===== src/rtl/hif_reg_pkg.sv =====
package hif_reg_pkg;
  parameter int unsigned DATA_W = 32;
  parameter int unsigned N_ERR  = 6;
  parameter int unsigned LEN_W  = 12;
  parameter logic [7:0]  DEV_ID = 8'h01;

  localparam logic [DATA_W-1:0] CFG_RW_MASK  = 32'h000F_FF80;
  localparam logic [DATA_W-1:0] CFG_RST_VAL  = 32'h0000_5400;
  localparam int unsigned       ERR_LSB      = 1;
  localparam int unsigned       WM_LSB       = 8;
  localparam int unsigned       IRQ_LSB      = 16;
  localparam int unsigned       WAKE_BIT     = 12;

  typedef enum logic {ADDR_CFG = 1'b0, ADDR_CTRL = 1'b1} reg_addr_e;
endpackage


===== src/rtl/hif_err_flags.sv =====
module hif_err_flags #(
  parameter int unsigned N = 6
) (
  input  logic         clk_i,
  input  logic         rst_ni,
  input  logic [N-1:0] evt_i,
  input  logic         clr_i,
  output logic [N-1:0] flag_o
);
  for (genvar k = 0; k < N; k++) begin : g_flag
    always_ff @(posedge clk_i or negedge rst_ni) begin
      if (!rst_ni)        flag_o[k] <= 1'b0;
      else if (evt_i[k])  flag_o[k] <= 1'b1;  // set wins over read-clear
      else if (clr_i)     flag_o[k] <= 1'b0;
    end
  end
endmodule


===== src/rtl/hif_cfg_store.sv =====
module hif_cfg_store
  import hif_reg_pkg::*;
(
  input  logic              clk_i,
  input  logic              rst_ni,
  input  logic              cfg_we_i,
  input  logic              ctrl_we_i,
  input  logic [DATA_W-1:0] wdata_i,
  output logic [DATA_W-1:0] cfg_o,
  output logic              wake_o
);
  logic [DATA_W-1:0] wr_val;

  always_comb begin
    wr_val = wdata_i & CFG_RW_MASK;
    if (wr_val[WM_LSB+:2] == 2'b11) wr_val[WM_LSB+:2] = 2'b00;
  end

  always_ff @(posedge clk_i or negedge rst_ni) begin
    if (!rst_ni)       cfg_o <= CFG_RST_VAL;
    else if (cfg_we_i) cfg_o <= wr_val;
  end

  always_ff @(posedge clk_i or negedge rst_ni) begin
    if (!rst_ni)        wake_o <= 1'b0;
    else if (ctrl_we_i) wake_o <= wdata_i[WAKE_BIT];
  end
endmodule


===== src/rtl/hif_irq_gen.sv =====
module hif_irq_gen (
  input  logic [1:0] en_i,     // [1] ready enable, [0] data enable
  input  logic       data_pend_i,
  input  logic       wlan_rdy_i,
  output logic       irq_o
);
  assign irq_o = (en_i[0] & data_pend_i) | (en_i[1] & wlan_rdy_i);
endmodule


===== src/rtl/hif_status_regs.sv =====
module hif_status_regs
  import hif_reg_pkg::*;
(
  input  logic              clk_i,
  input  logic              rst_ni,
  input  logic              reg_req_i,
  input  logic              reg_we_i,
  input  logic              reg_addr_i,
  input  logic [DATA_W-1:0] reg_wdata_i,
  output logic [DATA_W-1:0] reg_rdata_o,
  input  logic [N_ERR-1:0]  evt_i,
  input  logic [1:0]        frame_type_i,
  input  logic              wlan_rdy_i,
  input  logic              data_pend_i,
  input  logic [LEN_W-1:0]  next_len_i,
  output logic              irq_o,
  output logic              cpu_rst_o,
  output logic              cpu_clk_dis_o,
  output logic              direct_mode_o,
  output logic [1:0]        word_mode_o,
  output logic              wake_req_o
);
  localparam int unsigned CTRL_W = 16;

  logic              rd_cfg, wr_cfg, wr_ctrl, rd_any;
  logic [N_ERR-1:0]  err_q;
  logic [DATA_W-1:0] cfg_q, cfg_view, ctrl_view;

  assign rd_any  = reg_req_i & ~reg_we_i;
  assign rd_cfg  = rd_any & (reg_addr_i == ADDR_CFG);
  assign wr_cfg  = reg_req_i & reg_we_i & (reg_addr_i == ADDR_CFG);
  assign wr_ctrl = reg_req_i & reg_we_i & (reg_addr_i == ADDR_CTRL);

  hif_err_flags #(.N(N_ERR)) u_err (
    .clk_i  (clk_i),
    .rst_ni (rst_ni),
    .evt_i  (evt_i),
    .clr_i  (rd_cfg),
    .flag_o (err_q)
  );

  hif_cfg_store u_cfg (
    .clk_i     (clk_i),
    .rst_ni    (rst_ni),
    .cfg_we_i  (wr_cfg),
    .ctrl_we_i (wr_ctrl),
    .wdata_i   (reg_wdata_i),
    .cfg_o     (cfg_q),
    .wake_o    (wake_req_o)
  );

  hif_irq_gen u_irq (
    .en_i        (cfg_q[IRQ_LSB+:2]),
    .data_pend_i (data_pend_i),
    .wlan_rdy_i  (wlan_rdy_i),
    .irq_o       (irq_o)
  );

  always_comb begin
    cfg_view = cfg_q;
    cfg_view[DATA_W-1 -: 8] = DEV_ID;
    cfg_view[ERR_LSB+:N_ERR] = err_q;
  end

  assign ctrl_view = {{(DATA_W-CTRL_W){1'b0}}, frame_type_i, wlan_rdy_i,
                      wake_req_o, next_len_i};

  always_ff @(posedge clk_i or negedge rst_ni) begin
    if (!rst_ni)     reg_rdata_o <= '0;
    else if (rd_any) reg_rdata_o <= (reg_addr_i == ADDR_CTRL) ? ctrl_view : cfg_view;
  end

  assign cpu_rst_o     = cfg_q[14];
  assign cpu_clk_dis_o = cfg_q[12];
  assign direct_mode_o = cfg_q[10];
  assign word_mode_o   = cfg_q[WM_LSB+:2];
endmodule


===== config.mk =====
export PLATFORM = sky130hd
export DESIGN_NAME = hif_status_regs
export DESIGN_NICKNAME = d
export VERILOG_FILES = /design/src/rtl/hif_reg_pkg.sv /design/src/rtl/hif_err_flags.sv /design/src/rtl/hif_cfg_store.sv /design/src/rtl/hif_irq_gen.sv /design/src/rtl/hif_status_regs.sv
export SDC_FILE = /design/constraint.sdc
export NUM_CORES = 1
export LEC_CHECK = 0
export CAP_MARGIN = 30
export CORE_ASPECT_RATIO = 0.6
export CORE_MARGIN = 5
export CORE_UTILIZATION = 62
export CTS_CLUSTER_DIAMETER = 100
export DETAILED_ROUTE_END_ITERATION = 10
export DONT_BUFFER_PORTS = 1
export HOLD_SLACK_MARGIN = 0.06
export MAX_ROUTING_LAYER = met4
export PLACE_DENSITY_LB_ADDON = 0.3
export SLEW_MARGIN = 10
export SYNTH_ARGS = -nofsm -noshare
export SYNTH_HDL_FRONTEND = slang
export SYNTH_SLANG_ARGS = --single-unit

===== constraint.sdc =====
create_clock -name clk_i -period 1.2 [get_ports clk_i]
set_input_delay 0.24 -clock clk_i [delete_from_list [all_inputs] [get_ports clk_i]]
set_output_delay 0.24 -clock clk_i [all_outputs]
set_load 0.005 [all_outputs]

==> results of run 1 <==
[stage by stage]
| stage | setup WS, ns | power (mW) | hold slack (ns) | cells |
|---|---|---|---|---|
| after global routing | 0.00212 | 3.53 | -0.383 | 180 |
| after detailed placement | 0.109 | 2.26 | -0.0546 | 166 |
| final | 0.0301 | 3.37 | -0.366 | 180 |
| after global placement | 0.123 | 2.22 | -0.0546 | 166 |
| after floorplan | 0.134 | 2.20 | -0.0556 | 141 |
| after CTS | 0.0156 | 3.41 | -0.375 | 180 |
[power by group through the flow]
| stage | Combinational, mW | Clock [mW] | Sequential, mW |
|---|---|---|---|
| 2_1_floorplan | 0.414 | 0 | 1.78 |
| 3_3_place_gp | 0.382 | 0 | 1.84 |
| 3_5_place_dp | 0.405 | 0 | 1.85 |
| 4_1_cts | 0.420 | 1.16 | 1.83 |
| 5_1_grt | 0.453 | 1.23 | 1.85 |
| 6_report | 0.413 | 1.14 | 1.82 |
[sequential cells by signal (all words and copies together), names as in the netlist]
signal / flops
reg_rdata_o: 21
u_cfg.cfg_o: 13
u_err.flag_o: 6
u_cfg.wake_o: 1
[cells in the final DEF, fill, tap and decap left out, drive strengths merged]
master / netlist / routed
nor2b: 6 / 6
buf: 19 / 2
a22o: 1 / 1
or3b: 1 / 1
clkinvlp: 0 / 1
dfrtp: 38 / 38
mux2: 48 / 48
clkbuf: 0 / 6
bufinv: 0 / 1
a21o: 6 / 6
inv: 2 / 2
nand2: 1 / 1
dfstp: 3 / 3
nand3b: 1 / 1
dlygate4sd3: 0 / 6
conb: 1 / 11
and2b: 1 / 1
o21ai: 1 / 1
nand3: 1 / 1
mux2i: 1 / 1
[logic make-up (layout without fill, tap and decap cells)]
| family | after synthesis | in the layout | share of synthesized area |
|---|---|---|---|
| buffers and inverters | 21 | 18 | 0.0799 |
| AND/OR/NAND/NOR | 11 | 11 | 0.0449 |
| multiplexers | 49 | 49 | 0.299 |
| flip-flops | 41 | 41 | 0.544 |
| other | 1 | 11 | 0.00198 |
| AO/OA/AOI/OAI | 8 | 8 | 0.0310 |
[path summary, 6_finish.rpt]
check | end | slack (ns)
worst max-delay path | irq_o | 0.03
worst min-delay path | reg_rdata_o[24] | -0.37
worst max register to register | reg_rdata_o[8] | 0.13
worst min register to register | u_err.flag_o[5] | 0.48
max in group asynchronous | u_cfg.cfg_o[12] | 1.38
min in group clk_i | u_cfg.cfg_o[19] | 0.09
[per-layer routing]
metal	up-vias	global-route usage
li1	437	-
met1	493	0.195
met2	46	0.261
met3	7	0.0756
met4	0	0.0674
met5	-	-
[synthesized netlist by cell type (all sizes together)]
cell,number,share of area
o21ai,1,0.0026
buf,19,0.076
nand2,1,0.0020
nand3,1,0.0026
conb,1,0.0020
nor2b,6,0.021
inv,2,0.0040
mux2,48,0.29
nand3b,1,0.011
mux2i,1,0.0053
or3b,1,0.0046
dfrtp,38,0.50
a21o,6,0.024
a22o,1,0.0046
dfstp,3,0.042
and2b,1,0.0040
[layout make-up]
| class | instances | area (um^2) | area share |
|---|---|---|---|
| clock buffer | 6 | 82.6 | 0.0403 |
| clock inverter | 2 | 37.5 | 0.0183 |
| inverter | 2 | 7.51 | 0.00367 |
| multi-input combinational | 79 | 751 | 0.367 |
| sequential | 41 | 1030 | 0.503 |
| tap | 42 | 52.6 | 0.0257 |
| timing repair buffer | 8 | 87.6 | 0.0428 |
==> out/results.txt, run 1 <==
Status: complete, but fails checks
Failing checks: hold timing
Post-route cell area: 2050 um^2
Mapped Area: 1890 um^2
CTS Hold Bufs: 6
Syn-to-layout area delta: 8.12%
CTS tree: done
Crit path buf inv count: 0
Metal2 WL: 1630 um
Internal power: 2.61 mW
Crit path max-delay family: flip-flops
Clock power share: 0.337
Setup violations, final: 0
Top routing layer in use: met4
Avg WL per Cell: 18.6 um
I/O Buffers: 0
Initial antenna violation count: 0
Layout net count: 196
Synthesized netlist cell count: 131
Seq/Total Area, Yosys: 0.544
WL met3: 365 um
Cell Pwr Density: 1640 nW/um^2
Routability cong.: 0.686
Flop pwr share: 0.540
H-tree lvl count: 2
RSZ-0062 raised after global routing: false
Clock Tree Buf Depth: 2
Filler cell count: 192
Gr ovfl total: 0
Vias in the first global route: 1004
Clock skew: 0.00517 ns
Clock latency on the worst-skew pair: 0.29 ns
TritonRoute pass-1 iters: 3
Placeable Area: 2910 um^2
Global-route wire length before repair: 5080 um
DRT antenna net count: 0
Gr usage total: 0.169
Max stage delay cell, worst path: dfrtp_1
WP data required: 0.96 ns
Via count: 983
First DRT Iteration DRCs: 31
Crit Path Category: flop to primary output
Worst Setup Start Kind: flop
VDD IR-drop max: 1.09 mV
CP startpoint: u_cfg.cfg_o[16]
Post-Route M1 WL: 1300 um
Yosys cell types: 20
Clock sink total: 41
Area of placed instances: 1870 um^2
Worst path max stage delay: 0.39 ns
Pin count of the biggest net entering global routing: 42
Net Switching: 763 uW
CTS Buf Count: 5
CTS-repair resized insts: 0
Critical Path AT: 0.93 ns
Die X: 81.4 um
Die extent in y: 52.8 um
Clock Pin Slew Worst Setup and Hold Paths: 0.08 ns
Drc violations: 0
Area of the die: 4300 um^2
Boundary pin count: 98
Vias per std cell: 5.46
Setup tns final: 0 ns
Yosys reg bits: 41
WHS: -0.366 ns
YS warnings: 0
Root Buffer: clkbuf_8
Final hold vios: 41
Reg2reg path depth: 2
Starting density of the core: 0.651
Overall routed net length: 3340 um
Slew Viols, Final: 0
Total of max-cap violations: 0
Worst setup EP type: primary output
Tcrit/Tclk final: 0.975
Cell count along the critical path: 1
Worst r2r src: u_cfg.cfg_o[8]
Fmax: 0.855 GHz
# rows: 15
Worst min path class: input pin to async pin
Gate power share: 0.123
Share of cells above drive strength 1: 0.457
Leakage: 0.883 nW
Final worst path period need: 1.17 ns
Crit-path cells: a22o_1
Syn avg cell area: 14.5 um^2
Core Util, Final: 0.704
Diodes inserted: 0
Sw Share: 0.226
Post-CTS setup repair buffer count: 0
Largest fanout on the critical path: 3
Note: power is estimated with default switching activity, not from simulation.
==> inputs of run 2 (changes only) <==
PLACE_DENSITY = 0.84   (was unset)
PLACE_DENSITY_LB_ADDON = unset   (was 0.3)
==> run 2 against run 1 <==
Against the previous run: the run still ends with hold timing left; combinational power rose by 4%; hold slack improved by 0.0080 ns; final cell count rose by 0.56%; non-clock buffer count rose by 1; clock skew rose by 0.0015 ns; register-to-register slack barely moved; first-iteration DRC count fell by 42%; sequential share of layout area rose by 0.65 points; critical path type unchanged.
==> out/results.txt, run 2 (synthesis results as in run 1) <==
Gate power share: 0.139 (+0.016)
HPWL after DPL: 2450 um
CTS-repair resized insts: 0 (unchanged)
WP data required: 0.96 ns (about the same)
Max stage delay cell, worst path: dfrtp_1
CTS Hold Bufs: 6 (unchanged)
Most frequent cells in the layout: mux2_2 (44), dfrtp_1 (38), conb_1 (11), a21o_1 (6), dlygate4sd3_1 (6)
Crit path max-delay family: flip-flops
Final worst path period need: 1.17 ns (-0.00360 ns)
Share of cells above drive strength 1: 0.460 (+0.00391)
Slew Viols, Final: 0 (unchanged)
Cell Pwr Density: 1520 nW/um^2 (-7.3%)
Worst setup EP type: primary output
Starting density of the core: 0.651 (unchanged)
Placeable Area: 2910 um^2 (unchanged)
Vias per std cell: 5.44 (-0.35%)
Failing checks: hold timing
# rows: 15 (unchanged)
Final hold vios: 41 (unchanged)
Largest register FFs: 21 (unchanged)
First DRT Iteration DRCs: 18 (-42%)
Largest fanout on the critical path: 3 (unchanged)
RSZ-0062 raised after global routing: false
Crit Path Category: flop to primary output
Most common cell after layout, fill and taps aside: mux2_2
Routability cong.: 0.701 (+2.3%)
Crit-path cells: a22o_1
DRT antenna net count: 0 (unchanged)
Flop pwr share: 0.588 (+0.048)
Critical Path AT: 0.93 ns (about the same)
Gr usage total: 0.171 (+0.00142)
Die X: 81.4 um (unchanged)
Total of max-cap violations: 0 (unchanged)
Post-route cell area: 2020 um^2 (-1.3%)
I/O Buffers: 0 (unchanged)
Clock Pin Slew Worst Setup and Hold Paths: 0.08 ns (about the same)
Diodes inserted: 0 (unchanged)
Area of the die: 4300 um^2 (unchanged)
Drc violations: 0 (unchanged)
Clock skew: 0.00668 ns (+0.00151 ns)
Setup tns final: 0 ns (unchanged)
Clock Tree Buf Depth: 2 (unchanged)
Area of placed instances: 1870 um^2 (unchanged)
H-tree lvl count: 2 (unchanged)
Avg WL per Cell: 18.3 um (-1.1%)
Overall power: 3.08 mW (-8.5%)
Gr ovfl total: 0 (unchanged)
Global-route wire length before repair: 5140 um (+1.2%)
Die extent in y: 52.8 um (unchanged)
Clock latency on the worst-skew pair: 0.28 ns (about the same)
Filler cell count: 198 (+3.1%)
Syn-to-layout area delta: 6.74%
Worst min path class: input pin to async pin
Worst Setup Start Kind: flop
Boundary pin count: 98 (unchanged)
Status: complete, but fails checks
Pin count of the biggest net entering global routing: 42 (unchanged)
Initial antenna violation count: 0 (unchanged)
Vias in the first global route: 1136 (+13%)
TritonRoute pass-1 iters: 4 (+1)
Sw Share: 0.241 (+0.0145)
Biggest register: reg_rdata_o
WHS: -0.358 ns (+0.00795 ns)
Overall routed net length: 3320 um (-0.54%)
Internal power: 2.34 mW (-10%)
Net Switching: 743 uW (-2.6%)
Crit path buf inv count: 0 (unchanged)
Clock sink total: 41 (unchanged)
VDD IR-drop max: 1.19 mV (+9.3%)
Worst path max stage delay: 0.40 ns (about the same)
Setup slack, reg-to-reg: 0.14 ns (about the same)
Fmax: 0.857 GHz (+0.31%)
Setup violations, final: 0 (unchanged)
CTS Buf Count: 5 (unchanged)
Root Buffer: clkbuf_8
Core Util, Final: 0.695 (-0.00903)
Via count: 985 (+0.20%)
Regs by FF count: reg_rdata_o: 21 flops, u_cfg.cfg_o: 13 flops, u_err.flag_o: 6 flops
Leakage: 0.874 nW (-0.98%)
Layout net count: 197 (+0.51%)
Tcrit/Tclk final: 0.972 (-0.00300)
Clock power share: 0.272 (-0.065)
CTS tree: done
[run 2: cell types whose count changed in the layout (fill, tap and decap cells not counted), sizes merged]
cell,previous run,this run
clkinv,0,2
buf,2,3
bufinv,1,0
clkbuf,6,5
[run 2: per-layer routing]
layer | part of all wire | vias up | routed length, um | track usage
met4 | 0.0093 | 0 | 31 | 0.0590
li1 | - | 442 | - | -
met2 | 0.49 | 52 | 1610 | 0.274
met3 | 0.10 | 4 | 341 | 0.0670
met1 | 0.40 | 487 | 1330 | 0.196
met5 | 0 | - | 0 | -
[run 2: final timing paths]
kind,end,start,cells after the start
min in group clk_i,reg_rdata_o[0],reg_addr_i,2
max reg2reg,reg_rdata_o[8],u_cfg.cfg_o[8],2
min,u_cfg.cfg_o[13],rst_ni,0
max,irq_o,u_cfg.cfg_o[16],1
max in group asynchronous,u_cfg.cfg_o[10],rst_ni,0
min reg2reg,u_err.flag_o[4],u_err.flag_o[4],1
[run 2: per-stage QoR]
stage               hold WS (ns)  worst slack (ns)  std cells
global placement         -0.0546             0.128        166
global route              -0.377           0.00546        181
floorplan                -0.0556             0.134        141
finish                    -0.358            0.0337        181
detailed placement       -0.0549             0.104        166
CTS                       -0.369            0.0167        180
[run 2: power by group through the flow]
| stage | Combinational [mW] | Sequential [mW] | Clock, mW |
|---|---|---|---|
| CTS | 0.427 | 1.82 | 0.869 |
| global placement | 0.382 | 1.83 | 0 |
| finish | 0.430 | 1.81 | 0.839 |
| floorplan | 0.414 | 1.78 | 0 |
| detailed placement | 0.410 | 1.85 | 0 |
| global route | 0.476 | 1.84 | 0.921 |
[run 2: cell type report]
type                    count  area (um^2)  share of cell area
flip-flops and latches     41         1030               0.509
multi-input cells          79          751               0.371
repair buffers              9         95.1              0.0470
clock buffers               5         68.8              0.0340
well taps                  42         52.6              0.0260
clock inverters             3         17.5             0.00866
inverters                   2         7.51             0.00371
[run 2: repair_timing]
item / in CTS / in global routing
buffers inserted: 0 / 1
endpoints found under the setup margin: 0 / 1
hold endpoints to repair: 47 / 41
